[src/rtl/scanline_pkg.sv]
package scanline_pkg;
  localparam int DEF_DOTS_PER_LINE   = 456;
  localparam int DEF_LINES_PER_FRAME = 154;
  localparam int DEF_LINE_W          = 8;
endpackage

[src/rtl/scan_dot_counter.sv]
module scan_dot_counter #(
  parameter int DOTS_PER_LINE = 456
) (
  input  logic clk,
  input  logic rst,
  input  logic dot_tick,
  output logic line_done
);
  localparam int DOT_W = $clog2(DOTS_PER_LINE);
  localparam logic [DOT_W-1:0] DOT_LAST = DOT_W'(DOTS_PER_LINE - 1);

  logic [DOT_W-1:0] dot_q;

  assign line_done = dot_tick && (dot_q == DOT_LAST);

  always_ff @(posedge clk) begin
    if (rst) begin
      dot_q <= '0;
    end else if (dot_tick) begin
      dot_q <= (dot_q == DOT_LAST) ? '0 : dot_q + 1'b1;
    end
  end

  // only dot ticks move the count
  assert_dot_idle_R2: assert property (@(posedge clk) disable iff (rst)
    !dot_tick |=> $stable(dot_q));
  assert_dot_range_R2: assert property (@(posedge clk) disable iff (rst)
    dot_q <= DOT_LAST);
endmodule

[src/rtl/scan_line_counter.sv]
module scan_line_counter #(
  parameter int LINES_PER_FRAME = 154,
  parameter int LINE_W          = 8
) (
  input  logic              clk,
  input  logic              rst,
  input  logic              line_done,
  output logic [LINE_W-1:0] line_q,
  output logic              adv_q
);
  localparam logic [LINE_W-1:0] LINE_LAST = LINE_W'(LINES_PER_FRAME - 1);

  always_ff @(posedge clk) begin
    if (rst) begin
      line_q <= '0;
      adv_q  <= 1'b0;
    end else begin
      adv_q <= line_done;
      if (line_done) begin
        line_q <= (line_q == LINE_LAST) ? '0 : line_q + 1'b1;
      end
    end
  end

  // line number stays inside the frame
  assert_line_range_R3: assert property (@(posedge clk) disable iff (rst)
    line_q <= LINE_LAST);
  // line holds unless a line just completed
  assert_line_hold_R2: assert property (@(posedge clk) disable iff (rst)
    !line_done |=> $stable(line_q));
  // the step strobe follows every line change
  assert_adv_follows_R2: assert property (@(posedge clk) disable iff (rst)
    line_done |=> adv_q);
endmodule

[src/rtl/scan_line_compare.sv]
module scan_line_compare #(
  parameter int LINE_W = 8
) (
  input  logic              clk,
  input  logic              rst,
  input  logic              cmp_we,
  input  logic [LINE_W-1:0] cmp_wdata,
  input  logic [LINE_W-1:0] line,
  input  logic              adv,
  output logic              match_q,
  output logic              irq_q
);
  logic [LINE_W-1:0] cmp_q;
  logic              hit;

  assign hit = (line == cmp_q);

  always_ff @(posedge clk) begin
    if (rst) begin
      cmp_q <= '0;
    end else if (cmp_we) begin
      cmp_q <= cmp_wdata;
    end
  end

  always_ff @(posedge clk) begin
    if (rst) begin
      match_q <= 1'b0;
      irq_q   <= 1'b0;
    end else begin
      irq_q <= adv && hit;
      if (adv) begin
        match_q <= hit;
      end
    end
  end

  // flag only moves after a step
  assert_flag_hold_R7: assert property (@(posedge clk) disable iff (rst)
    !adv |=> $stable(match_q));
  // request is a single-cycle pulse
  assert_irq_single_R6: assert property (@(posedge clk) disable iff (rst)
    irq_q |=> !irq_q);
  // request only alongside a set flag
  assert_irq_flag_R6: assert property (@(posedge clk) disable iff (rst)
    irq_q |-> match_q);
  // no request without a step in the prior cycle
  assert_irq_step_R6: assert property (@(posedge clk) disable iff (rst)
    !adv |=> !irq_q);
endmodule

[src/rtl/scanline_counter.sv]
module scanline_counter
  import scanline_pkg::*;
#(
  parameter int DOTS_PER_LINE   = DEF_DOTS_PER_LINE,
  parameter int LINES_PER_FRAME = DEF_LINES_PER_FRAME,
  parameter int LINE_W          = DEF_LINE_W
) (
  input  logic              clk,
  input  logic              rst,
  input  logic              dot_tick,
  input  logic              cmp_we,
  input  logic [LINE_W-1:0] cmp_wdata,
  output logic              stat_match,
  output logic [LINE_W-1:0] stat_line,
  output logic              irq_stat
);
  logic              line_done;
  logic              adv;
  logic [LINE_W-1:0] line;

  scan_dot_counter #(.DOTS_PER_LINE(DOTS_PER_LINE)) u_dot (
    .clk(clk), .rst(rst), .dot_tick(dot_tick), .line_done(line_done)
  );

  scan_line_counter #(.LINES_PER_FRAME(LINES_PER_FRAME), .LINE_W(LINE_W)) u_line (
    .clk(clk), .rst(rst), .line_done(line_done), .line_q(line), .adv_q(adv)
  );

  scan_line_compare #(.LINE_W(LINE_W)) u_cmp (
    .clk(clk), .rst(rst), .cmp_we(cmp_we), .cmp_wdata(cmp_wdata),
    .line(line), .adv(adv), .match_q(stat_match), .irq_q(irq_stat)
  );

  assign stat_line = line;

  // clean state the cycle after reset
  assert_reset_clear_R1: assert property (@(posedge clk)
    rst |=> (stat_line == '0 && !stat_match && !irq_stat));
endmodule

[config.mk]
export PLATFORM = sky130hd
export DESIGN_NAME = scanline_counter
export DESIGN_NICKNAME = d
export VERILOG_FILES = /design/src/rtl/scanline_pkg.sv /design/src/rtl/scan_dot_counter.sv /design/src/rtl/scan_line_counter.sv /design/src/rtl/scan_line_compare.sv /design/src/rtl/scanline_counter.sv
export SDC_FILE = /design/constraint.sdc
export NUM_CORES = 1
export LEC_CHECK = 0
export BUFFER_PORTS_ARGS = -buffer_cell sky130_fd_sc_hd__buf_2
export CAP_MARGIN = 10
export CORE_MARGIN = 2
export CORE_UTILIZATION = 45
export DETAILED_ROUTE_END_ITERATION = 16
export PLACE_DENSITY = 0.69
export SLEW_MARGIN = 0
export SYNTH_ARGS = -nofsm -noshare
export SYNTH_HDL_FRONTEND = slang
export SYNTH_SLANG_ARGS = --single-unit
[constraint.sdc]
create_clock -name clk -period 1.7 [get_ports clk]
set_clock_uncertainty 0.1 [all_clocks]
set_input_delay 0.34 -clock clk [delete_from_list [all_inputs] [get_ports clk]]
set_output_delay 0.34 -clock clk [all_outputs]
set_load 0.01 [all_outputs]
==> results.cfg, run 1 <==
[status]
outcome = finished, final reports clean

[clock_tree]
htreeDepth = 1
clock_sinks = 28
cts_tree = done
cts_hold_buf = 0
cts_made_buffers = 3
cts_buffer_depth = 2
cts.clk_slew.worst_paths_ns = 0.15
worstSkewPairLatency_ns = 0.32
clock-root-buffer = clkbuf_4

[pwr]
power.total_uw = 1080
p_switching_uw = 236
power_density_mw_per_mm2 = 703
pwr-share-seq_pct = 63.3
pwr-share-clk_pct = 29.2
combPwrFrac_pct = 7.4
peakVddDrop_mv = 0.430
intPower_uw = 846
switching_share_pct = 21.8
leakage_uw = 0.000630

[placement]
gp_congestion = 0.760
io_buffers = 21
dp_hpwl_mm = 1.87
dp.cells = 197
dpl_cell_area_mm2 = 0.00148

[worst_setup_path]
crit_buf_inv = 0
reg2reg_slack_ns = 0.03
start_kind = register
crit_start = u_dot.dot_q[0]$_SDFFE_PP0P_
r2r-end = u_line.line_q[6]$_SDFFE_PP0P_
crit_family = simple AND/OR/NAND/NOR gates
critical_path_class = reg2reg
r2r_cells = 5
path_cells = ha_2 -> and3_4 -> nand3_4 -> or4_1 -> a21oi_1
cp_max_fo = 5
worstPathRequired_ns = 1.87
critPathArrivalTime_ns = 1.83
timing.rr.start = u_dot.dot_q[0]$_SDFFE_PP0P_
crit_slowest_cell = or4_1
setup.worst_path.end_class = register
slowest_delay_ns = 0.51

[worst_hold_path]
min-delay-start = cmp_wdata[5]
hold_class = in2reg
holdPathStages = 3
min_to = u_cmp.cmp_q[5]$_SDFFE_PP0P_

[final_layout]
diodes = 0
final.fill_count = 249
nets = 186
layout-drive-gt1-share_pct = 25.9
fin_cells = 201
fin_area_mm2 = 0.00154
syn_to_final_growth_pct = 19.1

[timing]
finalSetupViolCount = 0
maxClockFrequency_mhz = 600
period_minus_slack_ns = 1.67
maxSlewViolCount = 0
rsz0062_at_grt = true
fin_crit_sh_pct = 98.0
finalHoldViolCount = 0
relSlewSlack_pct = 81.2
tightest_slew_ns = 0.280

[global_routing]
grt_use_total_pct = 15.9
grt_overflow = 0
grt_max_degree = 17
grt_pass1_vias = 1005
grt_pass1_wl_mm = 4.19
antenna_found_initial = 0

[detailed_routing]
num_vias = 1081
vias_per_cell = 5.38
wl_per_cell_um = 12.5
drc = 0
wl_mm = 2.51
ant_nets = 0
initialDrtViolationCount = 16
drt-pass1-iter-count = 4

[logic_synthesis]
netlist_instances = 143
synthArstFlopShare_pct = 0
yosys_warnings = 0
synth_fp_nets = 158
synth_edf_count = 0
yosys_register_bits = 28
syn_area_per_cell_um2 = 9.03
syn_area_mm2 = 0.00129
synth.distinct_cells = 32
ys.flop_type = dfxtp_1
seq_area_frac_synth_pct = 43.4

[floorplanning]
core-area_mm2 = 0.00273
io_pins = 22
num_rows = 19
dieHeight_um = 57.6
die_area_mm2 = 0.00331
initial_utilization_pct = 47.2
die-width_um = 57.6

[run]
max_cap_violations = 0
-- power groups by stage --
stage	sequential (uW)	combinational (uW)	clock [uW]
detailed placement	699	79.9	0
CTS	685	80.1	326
global route	687	90.6	349
floorplan	697	51.2	0
finish	685	80.1	316
global placement	698	76.0	0
-- timing repair --
action | 4_1_cts | 5_1_grt
endpoints found under the setup margin | 1 | 6
setup buffers | 0 | 0
hold endpoints to repair | 0 | 0
gates resized for setup | 1 | 5
-- state kept, by name, indices dropped and copies added, names as in the netlist --
signal         cells
u_cmp.match_q      1
u_cmp.cmp_q        8
u_cmp.irq_q        1
u_line.line_q      8
u_line.adv_q       1
u_dot.dot_q        9
-- layout by cell type, fill, tap and decap left out, drive strengths merged, types with 2 or more instances in the layout --
master / Yosys / routed
buf: 1 / 31
dfxtp: 28 / 28
nor2: 22 / 22
mux2i: 9 / 9
xnor2: 9 / 9
nand2: 9 / 9
xor2: 7 / 7
a21oi: 7 / 7
nand3: 6 / 6
or4: 4 / 4
clkbuf: 7 / 4
inv: 3 / 3
nand2b: 3 / 3
nand4: 3 / 3
o21ai: 3 / 3
nand3b: 3 / 3
ha: 3 / 3
and3: 3 / 3
nor3: 2 / 2
-- per-layer routing --
metal  share of wire [%]  up-vias  track usage, %
met5                   0        -               0
met4                 1.2        0            5.65
met3                 3.2        4            2.95
met2                  51       21            27.1
met1                  44      510            19.9
li1                    -      546               -
-- area by class of cell --
cell class	instances	area [um^2]	area share (%)
Inverter	3	11.3	0.732
Timing Repair Buffer	31	180	11.7
Sequential cell	28	564	36.7
Multi-Input combinational cell	104	707	46.0
Tap cell	31	38.8	2.52
Clock buffer	4	36.3	2.36
-- worst max path at each step --
stage               cells after the start                       endpoint  slack [ns]
floorplan                               6  u_line.line_q[2]$_SDFFE_PP0P_       0.009
global placement                        6  u_line.line_q[2]$_SDFFE_PP0P_        0.05
detailed placement                      5  u_line.line_q[6]$_SDFFE_PP0P_        0.01
CTS                                     5  u_line.line_q[6]$_SDFFE_PP0P_       0.006
global route                            5  u_line.line_q[6]$_SDFFE_PP0P_       -0.07
finish                                  5  u_line.line_q[6]$_SDFFE_PP0P_        0.03
-- logic make-up (layout without fill, tap and decap cells) --
family                   after synthesis  after routing  share of synthesized area [%]
AO/OA/AOI/OAI                         16             16                           7.56
adder cells (fa/ha/maj)                3              3                           2.91
buffers and inverters                 11             38                           3.29
flip-flops                            28             28                           43.4
XOR/XNOR                              16             16                           10.9
AND/OR/NAND/NOR                       60             60                           25.0
multiplexers                           9              9                           6.98
-- per-stage QoR --
stage | TNS (ns) | worst slack [ns] | util, % | hold WS (ns)
detailed placement | 0 | 0.0103 | 54.1 | 0.349
floorplan | 0 | 0.00905 | - | 0.363
global placement | 0 | 0.0549 | 54.1 | 0.331
finish | 0 | 0.0334 | 56.2 | 0.151
global route | -0.0704 | -0.0704 | 56.2 | 0.159
CTS | 0 | 0.00597 | 55.5 | 0.144
-- worst reg2reg max path, delay by kind of cell, from the launching register on --
kind,cells,cell delay (ns)
and+or+nand+nor,3,0.81
AOI/OAI and AO/OA,1,0.14
adders and majority gates,1,0.20
DFF,1,0.37
-- synthesized netlist by cell type, types with 3 or more instances --
master | count | area, um^2
xor2_1 | 7 | 61.3
nand2_1 | 9 | 33.8
a21oi_1 | 7 | 35.0
nand3_1 | 5 | 25.0
nand2b_1 | 3 | 18.8
nor2_1 | 22 | 82.6
inv_1 | 3 | 11.3
xnor2_1 | 9 | 78.8
nand3b_1 | 3 | 22.5
ha_1 | 3 | 37.5
dfxtp_1 | 28 | 561
clkbuf_1 | 7 | 26.3
mux2i_1 | 9 | 90.1
o21ai_1 | 3 | 15.0
or4_1 | 4 | 30.0
nand4_1 | 3 | 18.8
(Power assumes the default switching activity.)
==> run 2: changes to the inputs <==
--- a/config.mk
+++ b/config.mk
@@ -6,4 +6,5 @@
 export NUM_CORES = 1
 export LEC_CHECK = 0
+export ABC_AREA = 1
 export BUFFER_PORTS_ARGS = -buffer_cell sky130_fd_sc_hd__buf_2
 export CAP_MARGIN = 10
@@ -11,5 +12,5 @@
 export CORE_UTILIZATION = 45
 export DETAILED_ROUTE_END_ITERATION = 16
-export PLACE_DENSITY = 0.69
+export PLACE_DENSITY = 0.68
 export SLEW_MARGIN = 0
 export SYNTH_ARGS = -nofsm -noshare
==> constraint.sdc (replaced) <==
create_clock -name clk -period 1.7 [get_ports clk]
set_clock_uncertainty 0.1 [all_clocks]
set_input_delay 0.34 -clock clk [delete_from_list [all_inputs] [get_ports clk]]
set_output_delay 0.34 -clock clk [all_outputs]
set_load 0.1 [all_outputs]
==> run 2 against run 1 <==
Routed wire length increased by 19%. Critical path depth down 4. Clock power up 2%. First-iteration DRC count grew to 6.6 times the previous value. Synthesized cell count rose by 57%.
==> results.cfg, run 2 <==
[global_routing]
grt_pass1_wl_mm = 5.11
antenna_found_initial = 0
grt_pass1_vias = 1173
grt_use_total_pct = 18.1
grt_overflow = 0
grt_max_degree = 16

[timing]
hold_ws_ns = 0.129
tns_ns = 0
finalHoldViolCount = 0
rsz0062_at_grt = false
maxSlewViolCount = 0
finalSetupViolCount = 0
period_minus_slack_ns = 1.64
tightest_slew_ns = 0.488
maxClockFrequency_mhz = 610
fin_crit_sh_pct = 96.4
relSlewSlack_pct = 67.7

[final_layout]
layout-drive-gt1-share_pct = 16.1
syn_to_final_growth_pct = 14.5
final_util_pct = 54.5
final.fill_count = 342
multi_input_area_um2 = 772
mostFrequentLayoutCells = nand2_1, nor2_1, inv_1
seq_area_um2 = 571
final_common_cell = nand2_1
fin_cells = 293
largest_reg_flops = 9
reg.largest.list = u_dot.dot_q (9), u_cmp.cmp_q (8), u_line.line_q (8)
diodes = 0
nets = 265
max_flop_register = u_dot.dot_q

[floorplanning]
io_pins = 22
core-area_mm2 = 0.00305
die-width_um = 60.8
dieHeight_um = 60.8
die_area_mm2 = 0.00370
initial_utilization_pct = 47.6
num_rows = 20

[worst_setup_path]
critical_path_class = reg2out
cp_max_fo = 6
path_cells = buf_2
worstPathRequired_ns = 1.26
r2r-end = u_dot.dot_q[3]$_SDFFE_PP0P_
reg2reg_slack_ns = 0.20
setup.worst_path.end_class = output pin
r2r_cells = 6
slowest_delay_ns = 0.45
crit_slowest_cell = buf_2
critPathArrivalTime_ns = 1.20
crit_family = buffers and inverters
timing.rr.start = u_dot.dot_q[1]$_SDFFE_PP0P_
crit_buf_inv = 1
start_kind = register

[logic_synthesis]
yosys_warnings = 0
ys_top_cells_by_count = nand2_1, nor2_1, dfxtp_1, inv_1, nand3_1
syn_area_mm2 = 0.00145
netlist_instances = 225
synth_top_area_share_pct = 38.6
ys.flop_type = dfxtp_1
synth_most_common_cell = nand2_1
seq_area_frac_synth_pct = 38.6
yosys_register_bits = 28
syn_area_per_cell_um2 = 6.46
synth_fp_nets = 240
synth.largest_area_cell = dfxtp_1
synth_edf_count = 0
synthTopCellsByArea = dfxtp_1, nand2_1, nor2_1
synthArstFlopShare_pct = 0
synth.distinct_cells = 24

[pwr]
power_density_mw_per_mm2 = 655
peakVddDrop_mv = 0.445
leakage_uw = 0.000771

[clock_tree]
cts_setup_buffers = 0
cts_tree = done
worstSkewPairLatency_ns = 0.32
clock_sinks = 28
htreeDepth = 1
cts_hold_buf = 0
cts.clk_slew.worst_paths_ns = 0.15
cts_buffer_depth = 2
cts_made_buffers = 3
clock-root-buffer = clkbuf_4
cts_resized = 0

[detailed_routing]
num_vias = 1382
ant_nets = 0
drt-pass1-iter-count = 4
initialDrtViolationCount = 105
wl_mm = 2.98
wl_per_cell_um = 10.2
vias_per_cell = 4.72
drc = 0

[placement]
io_buffers = 21
dp.cells = 289
gp_congestion = 0.882
dp_hpwl_mm = 2.28

[worst_hold_path]
min-delay-start = cmp_wdata[1]
min_to = u_cmp.cmp_q[1]$_SDFFE_PP0P_
hold_class = in2reg
holdPathStages = 3

[run]
max_cap_violations = 0

[status]
outcome = finished, final reports clean
## run 2: cell count changes after synthesis, sizes merged, moves of 8 or more
cell | before | now
nand2 | 9 | 60
nor2 | 22 | 49
inv | 3 | 28
nand3 | 6 | 20
mux2i | 9 | 1
o21ai | 3 | 11
## run 2: worst max-delay path by stage
stage                                        from                             to  slack, ns  depth (start not counted)
finish              u_line.line_q[0]$_SDFFE_PP0P_                   stat_line[0]       0.06                          1
global route        u_line.line_q[0]$_SDFFE_PP0P_                   stat_line[0]      0.003                          1
CTS                 u_line.line_q[5]$_SDFFE_PP0P_                   stat_line[5]       0.04                          1
detailed placement    u_dot.dot_q[0]$_SDFFE_PP0P_    u_dot.dot_q[3]$_SDFFE_PP0P_       0.22                          6
global placement      u_dot.dot_q[0]$_SDFFE_PP0P_    u_dot.dot_q[3]$_SDFFE_PP0P_       0.25                          6
floorplan           u_line.line_q[0]$_SDFFE_PP0P_  u_line.line_q[6]$_SDFFE_PP0P_      0.007                          8
## run 2: cell type report
type,instances,area share (%)
clock buffers,4,2.18
inverters,28,6.32
multi-input cells,166,46.4
flip-flops and latches,28,34.3
repair buffers,23,7.52
well taps,44,3.31
## run 2: routing by layer
metal | up-vias | routed length, um | global-route usage (%)
li1 | 750 | - | -
met1 | 601 | 1660 | 28.3
met2 | 29 | 1190 | 25.8
met3 | 2 | 106 | 3.20
met4 | 0 | 22 | 3.73
met5 | - | 0 | 0
## run 2: per-stage QoR
step                      total power, uW  worst slack (ns)  instance area (um^2)
final                                1090            0.0609                  1660
after global routing                 1150           0.00281                  1660
after CTS                            1100            0.0385                  1660
after detailed placement              782             0.224                  1620
after global placement                780             0.252                  1620
after floorplan                       752           0.00708                  1460
## run 2: tightest hold or removal path, cell delays in order
cell and delay, ns:
buf_2 0.07, nor2_1 0.03, nor2_1 0.08
## run 2: where the power goes
group	internal, uW	switching [uW]
clock	131	192
combinational	35.3	47.5
sequential	674	11.1
total	840	251
## run 2: logic make-up after synthesis
| group | count (synthesis) | share of synthesized area, % |
|---|---|---|
| AND/OR/NAND/NOR | 138 | 40.2 |
| XOR/XNOR | 4 | 2.41 |
| adder cells (fa/ha/maj) | 3 | 2.58 |
| buffers and inverters | 31 | 8.35 |
| flip-flops | 28 | 38.6 |
| AO/OA/AOI/OAI | 20 | 7.23 |
| multiplexers | 1 | 0.688 |
==> run 3: changes to the inputs <==
ABC_AREA = unset   (was 1)
PLACE_DENSITY = 0.69   (was 0.68)
==> run 3 against run 2 <==
Count of clock-buffer cells in the layout unchanged. Sequential power down 1%. Clock power up 15%. Routed wire length down 13%. Critical path depth up 3. Maximum frequency down 0.47%. Register-to-register slack worse by 0.15 ns. Cell count down 31%. Utilization up 4.7 points. Non-clock buffer count up 10.
==> results.cfg, run 3 (same netlist as run 1, synthesis figures left out) <==
[status]
outcome = finished, final reports clean

[final_layout]
fin_cells = 203
diodes = 0
nets = 188
mostFrequentLayoutCells = nor2_1, buf_2, dfxtp_1
layout-drive-gt1-share_pct = 33.1
fin_area_mm2 = 0.00162
syn_to_final_growth_pct = 25.4
seq_area_um2 = 589
largest_reg_flops = 9
final.fill_count = 258
reg.largest.list = u_dot.dot_q (9), u_cmp.cmp_q (8), u_line.line_q (8)
max_flop_register = u_dot.dot_q
multi_input_area_um2 = 729
final_common_cell = nor2_1

[clock_tree]
cts_made_buffers = 3
cts_hold_buf = 0
cts.clk_slew.worst_paths_ns = 0.15
htreeDepth = 1
cts_buffer_depth = 2
clock-root-buffer = clkbuf_4
worstSkewPairLatency_ns = 0.33
cts_tree = done
clock_sinks = 28

[worst_hold_path]
holdPathStages = 3
hold_class = in2reg

[pwr]
combPwrFrac_pct = 7.4
pwr-share-seq_pct = 59.8
leakage_uw = 0.000654
pwr-share-clk_pct = 32.9
power_density_mw_per_mm2 = 698
switching_share_pct = 21.5
power.total_uw = 1130
intPower_uw = 888
peakVddDrop_mv = 0.667
p_switching_uw = 243

[detailed_routing]
ant_nets = 0
wl_per_cell_um = 12.7
drc = 0
vias_per_cell = 5.41
initialDrtViolationCount = 15
num_vias = 1098
wl_mm = 2.59
drt-pass1-iter-count = 4

[worst_setup_path]
timing.rr.start = u_dot.dot_q[4]$_SDFFE_PP0P_
r2r-end = u_line.line_q[6]$_SDFFE_PP0P_
cp_max_fo = 6
critPathArrivalTime_ns = 1.82
setup.worst_path.end_class = register
crit_end = u_line.line_q[6]$_SDFFE_PP0P_
crit_start = u_dot.dot_q[4]$_SDFFE_PP0P_
worstPathRequired_ns = 1.87
critical_path_class = reg2reg
reg2reg_slack_ns = 0.05
r2r_cells = 4
start_kind = register

[global_routing]
grt_pass1_vias = 1059
grt_use_total_pct = 17.2
grt_overflow = 0
antenna_found_initial = 0
grt_max_degree = 18
grt_pass1_wl_mm = 4.47

[timing]
relSlewSlack_pct = 68.0
finalHoldViolCount = 0
finalSetupViolCount = 0
maxSlewViolCount = 0
period_minus_slack_ns = 1.65
tightest_slew_ns = 0.483
rsz0062_at_grt = true
fin_crit_sh_pct = 96.9
maxClockFrequency_mhz = 607

[floorplanning]
die_area_mm2 = 0.00331
io_pins = 22
num_rows = 19
dieHeight_um = 57.6
core-area_mm2 = 0.00273
die-width_um = 57.6
initial_utilization_pct = 47.2

[placement]
dp.cells = 198
dp_hpwl_mm = 2.01
gp_congestion = 0.752
io_buffers = 21
dpl_cell_area_mm2 = 0.00152

[run]
max_cap_violations = 0
## run 3: cell types whose count changed in the layout (fill, tap and decap cells not counted), moves of 5 or more
| cell | before | now |
|---|---|---|
| inv_1 | 28 | 3 |
| xnor2_1 | 2 | 9 |
| buf_4 | 2 | 14 |
| xor2_1 | 2 | 7 |
| nand2_1 | 60 | 9 |
| nor2_1 | 46 | 22 |
| mux2i_1 | 1 | 9 |
| dfxtp_4 | 0 | 6 |
| o21ai_0 | 10 | 0 |
| nand3_1 | 19 | 5 |
## run 3: what timing repair did
action | in CTS | in global routing
pin swaps | 1 | 4
setup endpoints to repair | 3 | 6
buffers inserted | 0 | 1
gates resized for setup | 7 | 6
## run 3: area by class of cell
cell class,count,area share (%)
Inverter,3,0.696
Sequential cell,28,36.4
Timing Repair Buffer,33,12.5
Multi-Input combinational cell,104,45.1
Tap cell,31,2.40
Clock buffer,4,2.94
## run 3: worst min path at each step
stage                     slack (ns)                           to                       start
after floorplan                 0.36       u_cmp.irq_q$_SDFF_PP0_     u_line.adv_q$_SDFF_PP0_
after global placement          0.33   u_cmp.match_q$_SDFFE_PP0P_  u_cmp.match_q$_SDFFE_PP0P_
after detailed placement        0.34   u_cmp.match_q$_SDFFE_PP0P_  u_cmp.match_q$_SDFFE_PP0P_
after CTS                       0.12  u_cmp.cmp_q[2]$_SDFFE_PP0P_                cmp_wdata[2]
after global routing            0.13  u_cmp.cmp_q[2]$_SDFFE_PP0P_                cmp_wdata[2]
final                           0.14  u_cmp.cmp_q[2]$_SDFFE_PP0P_                cmp_wdata[2]
## run 3: power groups by stage
| stage | Sequential (uW) | Clock, uW | Combinational (uW) |
|---|---|---|---|
| 2_1_floorplan | 689 | 0 | 51.2 |
| 3_3_place_gp | 690 | 0 | 80.1 |
| 3_5_place_dp | 691 | 0 | 83.9 |
| 4_1_cts | 677 | 390 | 84.5 |
| 5_1_grt | 678 | 411 | 94.0 |
| 6_report | 676 | 372 | 83.3 |
## run 3: stage by stage
stage	worst slack [ns]	utilization, %	hold WS, ns	TNS, ns
after CTS	0.00398	58.2	0.123	0
after floorplan	-0.107	-	0.363	-0.508
final	0.0532	59.2	0.137	0
after detailed placement	-0.0281	55.7	0.336	-0.0281
after global placement	0.0300	55.7	0.332	0
after global routing	-0.0153	59.2	0.126	-0.0153
## run 3: metal layers
layer	GRT usage, %	share of wire (%)
met5	0	0
met4	4.32	0.66
met2	33.0	56
met1	18.7	41
met3	4.08	2.7
## run 3: critical path: stages (launching register included)
cell and delay, ns:
dfxtp_4 0.38, nor4b_4 0.34, nand3_4 0.15, or4_4 0.50
a21oi_2 0.12
